==> config.mk <==
export PLATFORM = sky130hd
export DESIGN_NAME = exu_int_unit
export DESIGN_NICKNAME = d
export VERILOG_FILES = /design/src/rtl/exu_pkg.sv /design/src/rtl/exu_addsub.sv /design/src/rtl/exu_shifter.sv /design/src/rtl/exu_lead_count.sv /design/src/rtl/exu_compare.sv /design/src/rtl/exu_int_unit.sv
export SDC_FILE = /design/constraint.sdc
export NUM_CORES = 1
export LEC_CHECK = 0
export ABC_AREA = 1
export CAP_MARGIN = 20
export CORE_UTILIZATION = 25
export CTS_CLUSTER_SIZE = 24
export DETAILED_ROUTE_END_ITERATION = 7
export GPL_TIMING_DRIVEN = 0
export SLEW_MARGIN = 20
export SYNTH_ARGS = -nofsm -noshare
export SYNTH_HDL_FRONTEND = slang
export SYNTH_SLANG_ARGS = --single-unit
export TNS_END_PERCENT = 100
==> constraint.sdc <==
create_clock -name clk -period 1.38 [get_ports clk]
set_clock_uncertainty 0.1 [all_clocks]
set_input_delay 0.345 -clock clk [delete_from_list [all_inputs] [get_ports clk]]
set_output_delay 0.345 -clock clk [all_outputs]
set_load 0.01 [all_outputs]
==> src/rtl/exu_pkg.sv <==
package exu_pkg;

  typedef enum logic [3:0] {
    OP_ADD_WRAP = 4'd0,
    OP_ADD_TRAP = 4'd1,
    OP_SUB_WRAP = 4'd2,
    OP_SUB_TRAP = 4'd3,
    OP_SLL_IMM  = 4'd4,
    OP_SRL_IMM  = 4'd5,
    OP_SRA_IMM  = 4'd6,
    OP_ROR_IMM  = 4'd7,
    OP_SLL_VAR  = 4'd8,
    OP_SRL_VAR  = 4'd9,
    OP_SRA_VAR  = 4'd10,
    OP_ROR_VAR  = 4'd11,
    OP_CLZ      = 4'd12,
    OP_CLO      = 4'd13,
    OP_RSV14    = 4'd14,
    OP_RSV15    = 4'd15
  } exu_op_e;

  // Shift kind taken from the low two opcode bits of the shift groups
  typedef enum logic [1:0] {
    SH_LL = 2'd0,
    SH_RL = 2'd1,
    SH_RA = 2'd2,
    SH_RR = 2'd3
  } shift_kind_e;

  localparam int NCOND   = 10;
  localparam int C_EQ    = 0;
  localparam int C_NE    = 1;
  localparam int C_GE    = 2;
  localparam int C_LT    = 3;
  localparam int C_GEU   = 4;
  localparam int C_LTU   = 5;
  localparam int C_GEZ   = 6;
  localparam int C_GTZ   = 7;
  localparam int C_LEZ   = 8;
  localparam int C_LTZ   = 9;

endpackage

==> src/rtl/exu_addsub.sv <==
module exu_addsub #(
  parameter int DATA_W = 32
) (
  input  logic [DATA_W-1:0] a_i,
  input  logic [DATA_W-1:0] b_i,
  input  logic              sub_i,
  output logic [DATA_W-1:0] sum_o,
  output logic              ovf_o
);
  logic [DATA_W-1:0] b_eff;
  logic [DATA_W-1:0] ovf_vec;

  always_comb begin
    b_eff = sub_i ? ~b_i : b_i;
    sum_o = a_i + b_eff + {{(DATA_W-1){1'b0}}, sub_i};
  end

  // add: same-sign operands, result sign differs; sub: different signs, result differs from a
  always_comb begin
    if (sub_i) ovf_vec = (a_i ^ b_i) & (a_i ^ sum_o);
    else       ovf_vec = ~(a_i ^ b_i) & (sum_o ^ b_i);
    ovf_o = ovf_vec[DATA_W-1];
  end
endmodule

==> src/rtl/exu_shifter.sv <==
module exu_shifter
  import exu_pkg::*;
#(
  parameter int DATA_W = 32,
  localparam int SHW   = $clog2(DATA_W)
) (
  input  logic [DATA_W-1:0] val_i,
  input  logic [SHW-1:0]    amt_i,
  input  shift_kind_e       kind_i,
  output logic [DATA_W-1:0] res_o
);
  logic [DATA_W-1:0] stage [SHW+1];

  assign stage[0] = val_i;

  // Log-depth barrel: stage k moves by 2^k when amount bit k is set.
  // Rotate by zero passes every stage untouched.
  for (genvar k = 0; k < SHW; k++) begin : g_stage
    localparam int S = 1 << k;
    logic [DATA_W-1:0] moved;
    always_comb begin
      unique case (kind_i)
        SH_LL: moved = stage[k] << S;
        SH_RL: moved = stage[k] >> S;
        SH_RA: moved = DATA_W'($signed(stage[k]) >>> S);
        default: moved = {stage[k][S-1:0], stage[k][DATA_W-1:S]};
      endcase
    end
    assign stage[k+1] = amt_i[k] ? moved : stage[k];
  end

  assign res_o = stage[SHW];
endmodule

==> src/rtl/exu_lead_count.sv <==
module exu_lead_count #(
  parameter int DATA_W = 32,
  localparam int CW    = $clog2(DATA_W) + 1
) (
  input  logic [DATA_W-1:0] val_i,
  input  logic              ones_i,
  output logic [CW-1:0]     cnt_o
);
  logic [DATA_W-1:0] norm;

  assign norm = ones_i ? ~val_i : val_i;

  // Highest set bit of the normalised word decides the count; none set gives DATA_W
  always_comb begin
    cnt_o = CW'(DATA_W);
    for (int i = 0; i < DATA_W; i++) begin
      if (norm[i]) cnt_o = CW'(DATA_W - 1 - i);
    end
  end
endmodule

==> src/rtl/exu_compare.sv <==
module exu_compare
  import exu_pkg::*;
#(
  parameter int DATA_W = 32
) (
  input  logic [DATA_W-1:0] a_i,
  input  logic [DATA_W-1:0] b_i,
  output logic [NCOND-1:0]  cond_o
);
  logic a_neg, a_zero, s_lt, u_lt;

  always_comb begin
    a_neg  = a_i[DATA_W-1];
    a_zero = (a_i == '0);
    s_lt   = $signed(a_i) < $signed(b_i);
    u_lt   = a_i < b_i;
    cond_o          = '0;
    cond_o[C_EQ]    = (a_i == b_i);
    cond_o[C_NE]    = (a_i != b_i);
    cond_o[C_GE]    = !s_lt;
    cond_o[C_LT]    = s_lt;
    cond_o[C_GEU]   = !u_lt;
    cond_o[C_LTU]   = u_lt;
    cond_o[C_GEZ]   = !a_neg;
    cond_o[C_GTZ]   = !a_neg && !a_zero;
    cond_o[C_LEZ]   = a_neg || a_zero;
    cond_o[C_LTZ]   = a_neg;
  end
endmodule

==> src/rtl/exu_int_unit.sv <==
module exu_int_unit
  import exu_pkg::*;
#(
  parameter int DATA_W = 32,
  localparam int SHW   = $clog2(DATA_W),
  localparam int CW    = SHW + 1
) (
  input  logic              clk,
  input  logic              rst_n,
  input  logic              in_valid,
  output logic              in_ready,
  input  logic [3:0]        in_op,
  input  logic [DATA_W-1:0] in_a,
  input  logic [DATA_W-1:0] in_b,
  input  logic [SHW-1:0]    in_shamt,
  output logic              out_valid,
  input  logic              out_ready,
  output logic [DATA_W-1:0] out_result,
  output logic              out_wr_en,
  output logic              out_trap,
  output logic [NCOND-1:0]  out_cond
);
  exu_op_e           op;
  logic              is_sub;
  logic [DATA_W-1:0] sum;
  logic              ovf_raw;
  logic [SHW-1:0]    sh_amt;
  logic [DATA_W-1:0] sh_res;
  logic [CW-1:0]     lead_cnt;
  logic [NCOND-1:0]  cond;
  logic [DATA_W-1:0] res_d;
  logic              trap_d;
  logic              accept;

  logic              valid_q;
  logic [DATA_W-1:0] res_q;
  logic              trap_q;
  logic [NCOND-1:0]  cond_q;

  assign op     = exu_op_e'(in_op);
  assign is_sub = (op == OP_SUB_WRAP) || (op == OP_SUB_TRAP);
  // Register-amount forms have opcode bit 3 set
  assign sh_amt = in_op[3] ? in_a[SHW-1:0] : in_shamt;

  exu_addsub #(.DATA_W(DATA_W)) u_addsub (
    .a_i   (in_a),
    .b_i   (in_b),
    .sub_i (is_sub),
    .sum_o (sum),
    .ovf_o (ovf_raw)
  );

  exu_shifter #(.DATA_W(DATA_W)) u_shift (
    .val_i  (in_b),
    .amt_i  (sh_amt),
    .kind_i (shift_kind_e'(in_op[1:0])),
    .res_o  (sh_res)
  );

  exu_lead_count #(.DATA_W(DATA_W)) u_lead (
    .val_i  (in_a),
    .ones_i (in_op[0]),
    .cnt_o  (lead_cnt)
  );

  exu_compare #(.DATA_W(DATA_W)) u_cmp (
    .a_i    (in_a),
    .b_i    (in_b),
    .cond_o (cond)
  );

  always_comb begin
    res_d  = '0;
    trap_d = 1'b0;
    unique case (op)
      OP_ADD_WRAP, OP_SUB_WRAP: res_d = sum;
      OP_ADD_TRAP, OP_SUB_TRAP: begin
        res_d  = sum;
        trap_d = ovf_raw;
      end
      OP_SLL_IMM, OP_SRL_IMM, OP_SRA_IMM, OP_ROR_IMM,
      OP_SLL_VAR, OP_SRL_VAR, OP_SRA_VAR, OP_ROR_VAR: res_d = sh_res;
      OP_CLZ, OP_CLO: res_d = DATA_W'(lead_cnt);
      default: res_d = '0;
    endcase
  end

  // Single output register with pass-through ready
  assign in_ready = !valid_q || out_ready;
  assign accept   = in_valid && in_ready;

  always_ff @(posedge clk or negedge rst_n) begin
    if (!rst_n) begin
      valid_q <= 1'b0;
      res_q   <= '0;
      trap_q  <= 1'b0;
      cond_q  <= '0;
    end else if (in_ready) begin
      valid_q <= in_valid;
      if (accept) begin
        res_q  <= res_d;
        trap_q <= trap_d;
        cond_q <= cond;
      end
    end
  end

  assign out_valid  = valid_q;
  assign out_result = res_q;
  assign out_cond   = cond_q;
  assign out_wr_en  = valid_q && !trap_q;
  assign out_trap   = valid_q && out_ready && trap_q;
endmodule

==> reports/results.ini, run 1 <==
[layout]
nets=1751
multi_input_area_um2=7740
utilization_pct=42.9
drive_gt1_share_pct=39.6
synthToLayoutAreaGrowth_pct=67.0
n_fill_cell=3118
fin_cells=2009
fin_area_um2=13200
regArea_um2=1100

[floorplan]
core_area_um2=30800
rows=64
die_w_um=180
ios=123
dieHeight_um=180
die_area_um2=32400
start_util_pct=25.7

[sta]
worst-slew-pin-transition_ns=0.959
slew_headroom_pct=36.1
rsz0062_at_grt=yes
min_period_ns=3.68
fin_ws_ns=-2.30
setup_viol=43
tns_ns=-65.89
hold_violations=0
hold_ws_ns=0.381
finalCritPeriodShare_pct=267
slew_viol_final=0
timing.fmax_mhz=272

[logic_synthesis]
synth_common_cells=nand2_1, a21oi_1, inv_1
avgSynthCellArea_um2=6.09
synthTopCellsByArea=nand2_1, dfrtp_1, ha_1, a21oi_1, o21ai_0
synth.most_common_cell=nand2_1
yosysUniqueCellTypes=55
syn_area_um2=7910
yosys.area.top_type=nand2_1
ys_ff_latch=44
synth-edff-count=0
synth_flop_cell=dfrtp_1
synth_fp_nets=1439
synth_top_area_share_pct=17.3
yosysWarnings=0
syn_inst=1299
synth-seq-area-share_pct=13.9
async_reset_ff_share_pct=100

[outcome]
status=complete, but fails checks
failed_checks=design-rule violations, negative setup slack

[power_and_ir_drop]
powerDensity_nw_per_um2=774
leakage_nw=5.86
peakVddDrop_mv=0.653
report.power.total_mw=10.2

[global_route]
grt_start_max_net_pins=25
antenna_found_initial=1
track_usage_pct=24.3
grt_pass1_vias=10596
overflow=0
grt_pass1_wl_um=61100

[critical_path]
startpoint_type=primary input
arrival_ns=3.75
critPathKind=in2reg
cpMaxStageDelayCell=fa_2
crit_required_ns=1.45
endpoint_kind=flip-flop
slowest_delay_ns=0.40
critPathMaxFanout=4
critPathMostFrequentCell=nand2_2

[clock_network]
root_buffer=clkbuf_16
cts_buffers=5
htree_levels=2
worstSkewPairLatency_ns=0.27
cts.reportedPaths.clkPinSlew_ns=0.07
cts_buffer_depth=2
cts_sinks=44
cts_tree=done

[placement]
placed_area_um2=10100
dp.cells=1817
gp_congestion=0.948
dp_hpwl_um=30000
dp_slack_ns=-3.26
numPortBuffers=121

[drt]
vias=10837
drtIter0Drc=935
ant_nets=0
drt_first_pass_iters=8
vias_per_cell=5.39
wl_per_cell_um=20.2
remaining_drc_errors=22
drt_wl_total_um=40600

[run]
drv_cap=0

[worst_hold_path]
hp-class=reg2reg

[layer usage]
metal  track usage (%)  vias up  part of all wire (%)
met5                 0        -                     0
met4              10.3        0                   4.6
met3              5.71      103                   8.7
met2              38.5      485                    45
met1              31.3     5148                    42
li1                  -     5101                     -
[placed cells by master (no fill, tap or decap), types with 26 or more instances in the layout]
master and n:
dfrtp_1 44, clkdlybuf4s15_1 27, inv_1 70, a21oi_1 76, a21oi_2 45, ha_1 39, o21ai_2 38, o21ai_0 49
xor2_1 32, clkbuf_2 47, buf_6 66, o21ai_1 53, inv_2 37, nand2_2 32, o211ai_1 26, xnor2_1 30
nor2_1 63, nand2_1 328, buf_4 131
[critical path, delay by kind of cell]
kind | cells | cell delay (ns)
adders and majority gates | 1 | 0.40
AOI/OAI and AO/OA | 8 | 0.82
and+or+nand+nor | 16 | 1.41
buffers and inverters | 6 | 0.61
xor gates and xnor gates | 1 | 0.15
[flip-flops by register name (all words and copies together), names as in the netlist]
| signal | count |
|---|---|
| out_cond | 10 |
| out_result | 32 |
| out_valid | 1 |
| trap_q | 1 |
[final cells by class]
cell class | instances | area share, %
inverters | 128 | 4.21
clock buffers | 6 | 1.05
well taps | 396 | 3.75
repair buffers | 304 | 19.8
multi-input cells | 1066 | 58.6
clock inverters | 2 | 0.294
diodes | 1 | 0.0189
plain buffers | 61 | 3.86
repair inverters | 1 | 0.0568
flip-flops and latches | 44 | 8.33
[power by group]
| group | leakage, nW | internal [mW] | switching [mW] |
|---|---|---|---|
| registers | 0.546 | 1.54 | 0.158 |
| logic | 5.23 | 3.07 | 4.07 |
| clock network | 0.0871 | 0.906 | 0.485 |
[timing repair]
item                                   CTS  global route
gates resized for setup                558           251
hold buffers                             1             0
endpoints found under the hold margin   20             0
cloned                                   3             0
setup endpoints to repair               90            63
pin swaps                              114            87
setup buffers                          167            39
[final timing paths]
path,start,to,slack [ns],cells past startpoint
max reg2reg,out_valid,out_result[7],-0.32,7
min reg2reg,out_result[13],out_result[13],0.38,2
min in group asynchronous,rst_n,out_result[17],0.49,2
min,out_result[13],out_result[13],0.38,2
max in group asynchronous,rst_n,out_cond[3],0.19,3
max,in_op[2],out_result[30],-2.30,32
[kinds of logic (layout without fill, tap and decap cells)]
group | Yosys count | after routing | synth area share (%)
buf+inv | 189 | 502 | 9.60
xor+xnor | 78 | 78 | 8.63
other cells | 0 | 1 | 0
simple gates | 498 | 498 | 25.5
flops | 44 | 44 | 13.9
compound gates | 427 | 427 | 32.3
fa+ha+maj | 63 | 63 | 10.1
(Power assumes the default switching activity.)
==> run 2, diff against run 1 <==
Settings changed: CORE_MARGIN set to 4.
==> run 2 against run 1 <==
Net effect:
- the run ends with negative setup slack left
- non-clock buffer count rose by 7
- sequential power about the same
- clock power decreased by 17%
- clock-buffer cell count shrank 1
- sequential share of layout area decreased by 0.080 points
- setup slack gained 0.085 ns
- utilization up 0.31 points
- design area grew 0.98%
- total power is 0.26% lower
- via count is 1.5% higher
- routed wire length rose by 2.4%
- critical endpoint unchanged
==> reports/results.ini, run 2 (synthesized netlist as in run 1, its figures left out) <==
[sta]
slew_viol_final=0
hold_violations=0
rsz0062_at_grt=yes
fin_ws_ns=-2.22
timing.fmax_mhz=278
finalCritPeriodShare_pct=261
min_period_ns=3.60
setup_viol=42
slew_headroom_pct=42.4
worst-slew-pin-transition_ns=0.864

[clock_network]
cts_buffers=5
cts_sinks=44
htree_levels=2
cts_tree=done
worstSkewPairLatency_ns=0.28
cts.reportedPaths.clkPinSlew_ns=0.06
root_buffer=clkbuf_16
cts_buffer_depth=2

[layout]
nets=1758
fin_cells=2014
fin_area_um2=13300
largest_reg_flops=32
final_cell_mix=nand2_1, buf_4, a21oi_1
n_fill_cell=3146
antenna_cells=0
layout_commonest_cell=nand2_1
drive_gt1_share_pct=42.3
synthToLayoutAreaGrowth_pct=68.6
multi_input_area_um2=8040
regArea_um2=1100

[drt]
wl_met1_um=18200
ant_nets=0
wl_per_cell_um=20.7
wl_met3_um=2940
drtIter0Drc=998
vias=11003
remaining_drc_errors=0
met2_length_um=19100
top_layer=met4
vias_per_cell=5.46
drt_first_pass_iters=8
drt_wl_total_um=41600

[critical_path]
critPathMaxFanout=3
critPathBufInv=6
arrival_ns=3.67
crit_required_ns=1.45
critPathMostFrequentCell=nand2_2
rr_worst_depth=7
cpMaxStageDelayCell=fa_2
ff2ff_setup_slack_ns=-0.28
startpoint_type=primary input
rr_endpoint=out_result[9]
endpoint_kind=flip-flop
slowest_delay_ns=0.36
cp_top_family=simple AND/OR/NAND/NOR gates
critPathKind=in2reg
path_depth=32
timing.rr.start=out_valid

[global_route]
antenna_found_initial=0
grt_pass1_vias=10442
grt_start_max_net_pins=30
overflow=0
grt_pass1_wl_um=60400
track_usage_pct=22.5

[worst_hold_path]
min_to=out_valid
hp-class=in2reg
min-delay-start=out_ready
min_path_cells=4

[placement]
placed_area_um2=10000
dp_slack_ns=-3.24
numPortBuffers=121
dp.cells=1817
gp_congestion=0.993
dp_hpwl_um=30600

[floorplan]
core_area_um2=30900
start_util_pct=25.6
dieHeight_um=186
die_area_um2=34600
ios=123
rows=64
die_w_um=186

[power_and_ir_drop]
peakVddDrop_mv=0.515
powerDensity_nw_per_um2=764
leakage_nw=5.93
report.power.total_mw=10.2

[outcome]
failed_checks=negative setup slack
status=complete, but fails checks

[run]
drv_cap=0

==> run 2: final cells by class <==
cell class                 count  area share [%]
buffer                        61            3.83
clock buffer                   5           0.938
clock inverter                 2          0.0938
inverter                     128            4.22
multi-input combinational   1067            60.3
sequential                    44            8.25
tap                          396            3.71
timing repair buffer         311            18.7
==> run 2: tightest hold or removal path: cells and delay by family <==
| family | cells | cell delay, ns |
|---|---|---|
| buffers and inverters | 2 | 0.12 |
| AND/OR/NAND/NOR | 2 | 0.17 |
==> run 2: how the worst max path moves through the flow <==
stage / start / endpoint / slack (ns)
final: in_op[2] / out_result[30] / -2.22
after CTS: in_op[3] / out_result[28] / -2.12
after detailed placement: in_op[3] / out_result[30] / -3.24
after global placement: in_op[3] / out_result[30] / -3.28
after floorplan: in_op[2] / out_result[30] / -2.00
after global routing: in_op[2] / out_result[28] / -2.35
==> run 2: power by group <==
part           leakage, nW  switching, mW  total, mW  internal (mW)
clock               0.0657          0.498       1.16          0.658
combinational         5.31           4.21       7.34           3.13
sequential           0.546          0.160       1.70           1.54
total                 5.93           4.86       10.2           5.33
==> run 2: timing repair <==
action | 4_1_cts | 5_1_grt
gates cloned | 4 | 1
hold buffers | 1 | 0
pin swaps | 103 | 153
buffers inserted | 146 | 70
endpoints found under the setup margin | 90 | 77
resized for setup | 523 | 349
hold endpoints to repair | 15 | 0
==> run 2: layer usage <==
| layer | vias to the layer above | track usage, % |
|---|---|---|
| li1 | 5116 | - |
| met1 | 5283 | 31.2 |
| met2 | 525 | 37.3 |
| met3 | 79 | 2.36 |
| met4 | 0 | 5.80 |
| met5 | - | 0 |
==> run 2: metrics by stage <==
step           TNS [ns]  util, %  hold slack, ns
2_1_floorplan    -48.10        -         -0.0506
3_3_place_gp    -161.35     32.4           0.360
3_5_place_dp    -101.58     32.5           0.193
4_1_cts          -63.44     39.5           0.248
5_1_grt          -68.37     43.2           0.350
6_report         -64.76     43.2           0.307
